**src/rtl/pexp_pkg.sv**
```systemverilog
package pexp_pkg;

   typedef enum logic {
      SEQ_IDLE = 1'b0,
      SEQ_WAIT = 1'b1
   } seq_state_t;

   typedef enum logic {
      OP_CLEAR = 1'b0,
      OP_SET   = 1'b1
   } pin_op_t;

   localparam int unsigned BIT_IDX_W = 3;
   localparam int unsigned BYTE_W    = 8;

   // device address: base with port number placed above the direction bit
   function automatic logic [BYTE_W-1:0] dev_addr(input logic [BYTE_W-1:0] base,
                                                  input int unsigned port);
      return base | BYTE_W'(port << 1);
   endfunction

endpackage

```
**src/rtl/pexp_shadow_bank.sv**
```systemverilog
module pexp_shadow_bank
   import pexp_pkg::*;
#(
   parameter int unsigned     PORTS     = 2,
   parameter logic [7:0]      RESET_VAL = 8'hFF,
   localparam int unsigned    PORT_W    = (PORTS > 1) ? $clog2(PORTS) : 1
) (
   input  logic                     clk,
   input  logic                     rst_n,
   input  logic                     wr_en,
   input  logic                     wr_set,
   input  logic [PORT_W-1:0]        wr_port,
   input  logic [BIT_IDX_W-1:0]     wr_bit,
   input  logic [PORT_W-1:0]        rd_port,
   input  logic [BIT_IDX_W-1:0]     rd_bit,
   output logic                     rd_val,
   input  logic [PORT_W-1:0]        sel_port,
   output logic [BYTE_W-1:0]        sel_byte,
   output logic [PORTS*BYTE_W-1:0]  shadow_flat
);

   logic [BYTE_W-1:0] shadow_q [PORTS];
   logic [BYTE_W-1:0] bit_mask;

   assign bit_mask = BYTE_W'(1) << wr_bit;

   for (genvar p = 0; p < PORTS; p++) begin : g_port
      always_ff @(posedge clk) begin
         if (!rst_n) begin
            shadow_q[p] <= RESET_VAL;
         end else if (wr_en && (wr_port == PORT_W'(p))) begin
            if (wr_set) shadow_q[p] <= shadow_q[p] | bit_mask;
            else        shadow_q[p] <= shadow_q[p] & ~bit_mask;
         end
      end
      assign shadow_flat[p*BYTE_W +: BYTE_W] = shadow_q[p];
   end

   assign rd_val   = shadow_q[rd_port][rd_bit];
   assign sel_byte = shadow_q[sel_port];

endmodule

```
**src/rtl/pexp_write_seq.sv**
```systemverilog
module pexp_write_seq
   import pexp_pkg::*;
#(
   parameter int unsigned  PORT_W    = 1,
   parameter logic [7:0]   ADDR_BASE = 8'h40
) (
   input  logic               clk,
   input  logic               rst_n,
   input  logic               cmd_valid,
   input  logic [PORT_W-1:0]  cmd_port,
   output logic               cmd_ready,
   output logic               accept,
   output logic [PORT_W-1:0]  lat_port,
   input  logic [BYTE_W-1:0]  sel_byte,
   output logic               mst_req,
   output logic [BYTE_W-1:0]  mst_addr,
   output logic [BYTE_W-1:0]  mst_data,
   input  logic               mst_done,
   input  logic               mst_nack,
   output logic               rsp_valid,
   output logic               rsp_err
);

   seq_state_t state_q;
   logic       finish;

   assign cmd_ready = (state_q == SEQ_IDLE);
   assign accept    = cmd_valid && cmd_ready;
   assign finish    = (state_q == SEQ_WAIT) && mst_done;

   always_ff @(posedge clk) begin
      if (!rst_n) begin
         state_q   <= SEQ_IDLE;
         lat_port  <= '0;
         rsp_valid <= 1'b0;
         rsp_err   <= 1'b0;
      end else begin
         rsp_valid <= finish;
         if (finish) rsp_err <= mst_nack;
         if (accept) begin
            state_q  <= SEQ_WAIT;
            lat_port <= cmd_port;
         end else if (finish) begin
            state_q  <= SEQ_IDLE;
         end
      end
   end

   // the stored byte cannot change while waiting, so it is driven straight out
   assign mst_req  = (state_q == SEQ_WAIT);
   assign mst_addr = dev_addr(ADDR_BASE, int'(lat_port));
   assign mst_data = sel_byte;

endmodule

```
**src/rtl/pexp_shadow_ctrl.sv**
```systemverilog
module pexp_shadow_ctrl
   import pexp_pkg::*;
#(
   parameter int unsigned  PORTS     = 2,
   parameter int unsigned  PIN_W     = 4,
   parameter logic [7:0]   ADDR_BASE = 8'h40,
   parameter logic [7:0]   RESET_VAL = 8'hFF
) (
   input  logic              clk,
   input  logic              rst_n,
   input  logic              cmd_valid,
   input  logic              cmd_op,
   input  logic [PIN_W-1:0]  cmd_pin,
   output logic              cmd_ready,
   input  logic [PIN_W-1:0]  qry_pin,
   output logic              qry_val,
   output logic              mst_req,
   output logic [7:0]        mst_addr,
   output logic [7:0]        mst_data,
   input  logic              mst_done,
   input  logic              mst_nack,
   output logic              rsp_valid,
   output logic              rsp_err
);

   localparam int unsigned PORT_W = (PORTS > 1) ? $clog2(PORTS) : 1;

   if (PORTS < 2 || (PORTS & (PORTS - 1)) != 0) begin : g_bad_ports
      $error("PORTS must be a power of two, at least 2");
   end
   if (PIN_W != BIT_IDX_W + PORT_W) begin : g_bad_pin_w
      $error("PIN_W must equal 3 + log2(PORTS)");
   end
   if (ADDR_BASE[PORT_W:0] != '0) begin : g_bad_base
      $error("ADDR_BASE low bits must be free for port and direction");
   end

   logic              accept;
   logic [PORT_W-1:0] lat_port;
   logic [7:0]        sel_byte;
   logic [PORTS*8-1:0] shadow_flat;

   pexp_shadow_bank #(
      .PORTS     (PORTS),
      .RESET_VAL (RESET_VAL)
   ) u_bank (
      .clk         (clk),
      .rst_n       (rst_n),
      .wr_en       (accept),
      .wr_set      (cmd_op == OP_SET),
      .wr_port     (cmd_pin[PIN_W-1:BIT_IDX_W]),
      .wr_bit      (cmd_pin[BIT_IDX_W-1:0]),
      .rd_port     (qry_pin[PIN_W-1:BIT_IDX_W]),
      .rd_bit      (qry_pin[BIT_IDX_W-1:0]),
      .rd_val      (qry_val),
      .sel_port    (lat_port),
      .sel_byte    (sel_byte),
      .shadow_flat (shadow_flat)
   );

   pexp_write_seq #(
      .PORT_W    (PORT_W),
      .ADDR_BASE (ADDR_BASE)
   ) u_seq (
      .clk       (clk),
      .rst_n     (rst_n),
      .cmd_valid (cmd_valid),
      .cmd_port  (cmd_pin[PIN_W-1:BIT_IDX_W]),
      .cmd_ready (cmd_ready),
      .accept    (accept),
      .lat_port  (lat_port),
      .sel_byte  (sel_byte),
      .mst_req   (mst_req),
      .mst_addr  (mst_addr),
      .mst_data  (mst_data),
      .mst_done  (mst_done),
      .mst_nack  (mst_nack),
      .rsp_valid (rsp_valid),
      .rsp_err   (rsp_err)
   );

endmodule

```
**config.mk**
```make
export PLATFORM = sky130hd
export DESIGN_NAME = pexp_shadow_ctrl
export DESIGN_NICKNAME = d
export VERILOG_FILES = /design/src/rtl/pexp_pkg.sv /design/src/rtl/pexp_shadow_bank.sv /design/src/rtl/pexp_write_seq.sv /design/src/rtl/pexp_shadow_ctrl.sv
export SDC_FILE = /design/constraint.sdc
export NUM_CORES = 1
export LEC_CHECK = 0
export ABC_CLOCK_PERIOD_IN_PS = 3990
export BUFFER_PORTS_ARGS = -buffer_cell sky130_fd_sc_hd__buf_2
export CORE_MARGIN = 8
export CORE_UTILIZATION = 50
export CTS_CLUSTER_DIAMETER = 30
export DETAILED_ROUTE_END_ITERATION = 8
export PLACE_DENSITY = 0.76
export SLEW_MARGIN = 20
export SYNTH_ARGS = -nofsm -noshare
export SYNTH_HDL_FRONTEND = slang
export SYNTH_HIERARCHICAL = 1
export SYNTH_SLANG_ARGS = --single-unit
export TNS_END_PERCENT = 100
```
**constraint.sdc**
```tcl
create_clock -name clk -period 3.99 [get_ports clk]
set_input_delay 0.798 -clock clk [delete_from_list [all_inputs] [get_ports clk]]
set_output_delay 0.798 -clock clk [all_outputs]
set_load 0.01 [all_outputs]
```
==> results.tsv <==
stage	metric	value	unit
routing	antenna_left	0	
routing	drt_iter0_markers	62	
placed_design	place.port_buffers	27	
yosys	synth_area_per_cell	10.07	µm²
global_route	grt_pass1_wl	4636	µm
clocking	clockBufferDepth	2	
power	p_leak	0.5181	nW
yosys	ys_warn_count	6	
floorplan	die_h	67.36	µm
floorplan	rows	18	
yosys	netlist_instances	131	
floorplan	fp.dieArea	4537	µm²
worst_setup_path	crit_cells	5	
floorplan	dieWidth	67.36	µm
clocking	post_cts_resized	0	
floorplan	ioPinCount	35	
worst_setup_path	cp_max_fo	4	
placed_design	routabilityCongestion	0.8163	
global_route	grt_busiest_layer	met2	
timing	finalHoldViolations	0	
global_route	antenna_found_initial	0	
routing	drt-total-wl	2913	µm
worst_setup_path	crit_end	qry_val	
clocking	postCtsSetupBuffers	0	
cells_and_area	area_growth	6.547	%
timing	fmax	0.3750	GHz
clocking	cts-root-buf	clkbuf_4	
power	total_power	0.4133	mW
worst_setup_path	cpMaxStageDelayCell	mux4_1	
yosys	synth_edf_count	16	
routing	drc	0	
routing	viasPerCell	5.737	
yosys	syn_area	1319	µm²
worst_setup_path	slowest_delay	0.57	ns
cells_and_area	layout-drive-gt1-share	28.97	%
floorplan	core	2500	µm²
yosys	synthArstFlopShare	0	%
min_path	hold_class	reg2reg	
global_route	met3_usage	3.642	%
timing	rsz0062_at_grt	no	
global_route	grt_util_met1	14.12	%
timing	finalSetupTns	0	ns
timing	fin_crit	2.667	ns
worst_setup_path	regToRegSetupSlack	2.42	ns
cells_and_area	stdcell_count	175	
clocking	cts_hold_buf	0	
global_route	grt_remaining_overflow	0	
routing	vias	1004	
worst_setup_path	path_cells	buf_2 -> mux4_1 -> mux2i_1 -> mux2i_1 -> buf_2	
worst_setup_path	r2r-end	u_bank/shadow_q[0][0]	
routing	dr.pass1.iters	4	
cells_and_area	layout.nets	160	
clocking	cts_buffers	3	
clocking	clk_pin_slew_worst_paths	0.12	ns
timing	slew_headroom	58.61	%
cells_and_area	utilization	56.21	%
timing	slew_viol_final	0	
power	p_per_area	294.2	nW/µm²
worst_setup_path	crit_family	multiplexers	
global_route	grtUsageTotal	13.44	%
worst_setup_path	endpoint_kind	output pin	
worst_setup_path	rr_worst_depth	4	
timing	tightest_slew	0.6186	ns
worst_setup_path	r2r_start	u_seq/mst_req	
clocking	h-tree-depth	1	
worst_setup_path	required	3.19	ns
global_route	grt_pass1_vias	988	
worst_setup_path	cp-start-kind	primary input	
cells_and_area	antenna_cells	0	
clocking	clk_latency	0.30	ns
timing	skew	0.005879	ns
yosys	synth_cell_type_count	28	
timing	finalSetupViolCount	0	
clocking	cts.sinks	20	
flow_run	maxCapViolations	0	
floorplan	start_util	52.75	%
yosys	ys.flop_type	edfxtp_1	
global_route	met2_usage	23.66	%
worst_setup_path	arrival	1.87	ns
clocking	cts_tree	yes	
routing	post_drt_wl_per_cell	16.65	µm
placed_design	place_inst	171	
yosys	synth_seq_cells	20	
worst_setup_path	critPathKind	in2out	
placed_design	dp_hpwl	2188	µm
worst_setup_path	critPathBufInv	2	
outcome	outcome	complete, no violations	
global_route	grt_max_degree	18	
worst_setup_path	critPathLaunch	qry_pin[3]	
power	ir_drop	0.1558	mV
yosys	ys_seq_area_share	42.50	%
timing	fin_crit_sh	66.84	%
[final cells by class]
| type | count | area [µm²] |
|---|---|---|
| multi-input cells | 88 | 609.3 |
| flip-flops and latches | 20 | 560.5 |
| clock buffers | 4 | 36.28 |
| repair buffers | 28 | 142.6 |
| inverters | 5 | 18.77 |
| fillers | 230 | 1095 |
| well taps | 30 | 37.54 |
[Yosys cell counts, drive strengths merged (3+ instances only)]
cell     n  area, µm²
buf     18      130.1
clkbuf   5      18.77
dfxtp    4      80.08
edfxtp  16      480.5
inv      5      18.77
mux2     7      78.83
mux2i    5      50.05
mux4     4      105.1
nand2   17      66.32
nand3   19      95.09
nand3b   3      22.52
nor2b    3      26.27
o21ai    8      40.04
[kinds of logic (layout without fill, tap and decap cells)]
kind of cell	count (synthesis)	count (layout)	share of synthesized area, %
multiplexers	16	16	17.74
AND/OR/NAND/NOR	52	52	20.59
flip-flops	20	20	42.50
other	2	7	0.5695
buffers and inverters	28	37	12.71
AO/OA/AOI/OAI	13	13	5.882
[cell usage in the layout (no fill, tap or decap), types with 2 or more instances in the layout]
cell / instances
buf_2: 27
nand3_1: 19
nand2_1: 16
edfxtp_1: 16
o21ai_0: 8
mux2_2: 7
conb_1: 7
inv_1: 5
mux2i_1: 5
mux4_1: 4
dfxtp_1: 4
clkbuf_4: 3
nand3b_1: 3
nor2_1: 2
nor2b_1: 2
nand2b_1: 2
o31ai_1: 2
o211ai_1: 2
[per-stage QoR]
stage | hold WS (ns) | setup slack, ns | instance area [µm²]
final | 0.4701 | 1.323 | 1405
after global routing | 0.5097 | 1.229 | 1405
after CTS | 0.4771 | 1.315 | 1405
after detailed placement | 0.4602 | 1.315 | 1369
after global placement | 0.4474 | 1.374 | 1369
after floorplan | 0.4469 | 1.629 | 1338
[layer usage]
layer | part of all wire, % | up-vias
met1 | 39 | 466
met4 | 1.9 | 0
met2 | 50 | 46
li1 | - | 484
met3 | 8.4 | 8
met5 | 0 | -
[worst min path at each step]
| stage | from | endpoint | slack [ns] | depth (start not counted) |
|---|---|---|---|---|
| 2_1_floorplan | u_seq/lat_port | u_seq/lat_port | 0.45 | 2 |
| 3_3_place_gp | u_seq/rsp_err | u_seq/rsp_err | 0.45 | 2 |
| 3_5_place_dp | u_seq/rsp_err | u_seq/rsp_err | 0.46 | 2 |
| 4_1_cts | u_seq/rsp_err | u_seq/rsp_err | 0.48 | 2 |
| 5_1_grt | u_seq/rsp_err | u_seq/rsp_err | 0.51 | 2 |
| 6_report | u_seq/rsp_err | u_seq/rsp_err | 0.47 | 2 |
[worst register-to-register path, stage by stage (launching register included)]
cell,delay (ns)
dfxtp_1,0.39
nor2b_4,0.20
nand2_1,0.07
nor2_1,0.48
o211ai_1,0.16
[state kept, by name, indices dropped and copies added (netlist names)]
name             cells
u_seq/mst_req        1
u_bank/shadow_q     16
u_seq/lat_port       1
u_seq/rsp_err        1
u_seq/rsp_valid      1
[report_power, final]
part	switching (mW)	internal (mW)	total, mW
sequential	0.00540	0.229	0.234
clock	0.0658	0.0556	0.121
combinational	0.0355	0.0224	0.0579
total	0.107	0.307	0.413
Note: power is estimated with default switching activity, not from simulation.
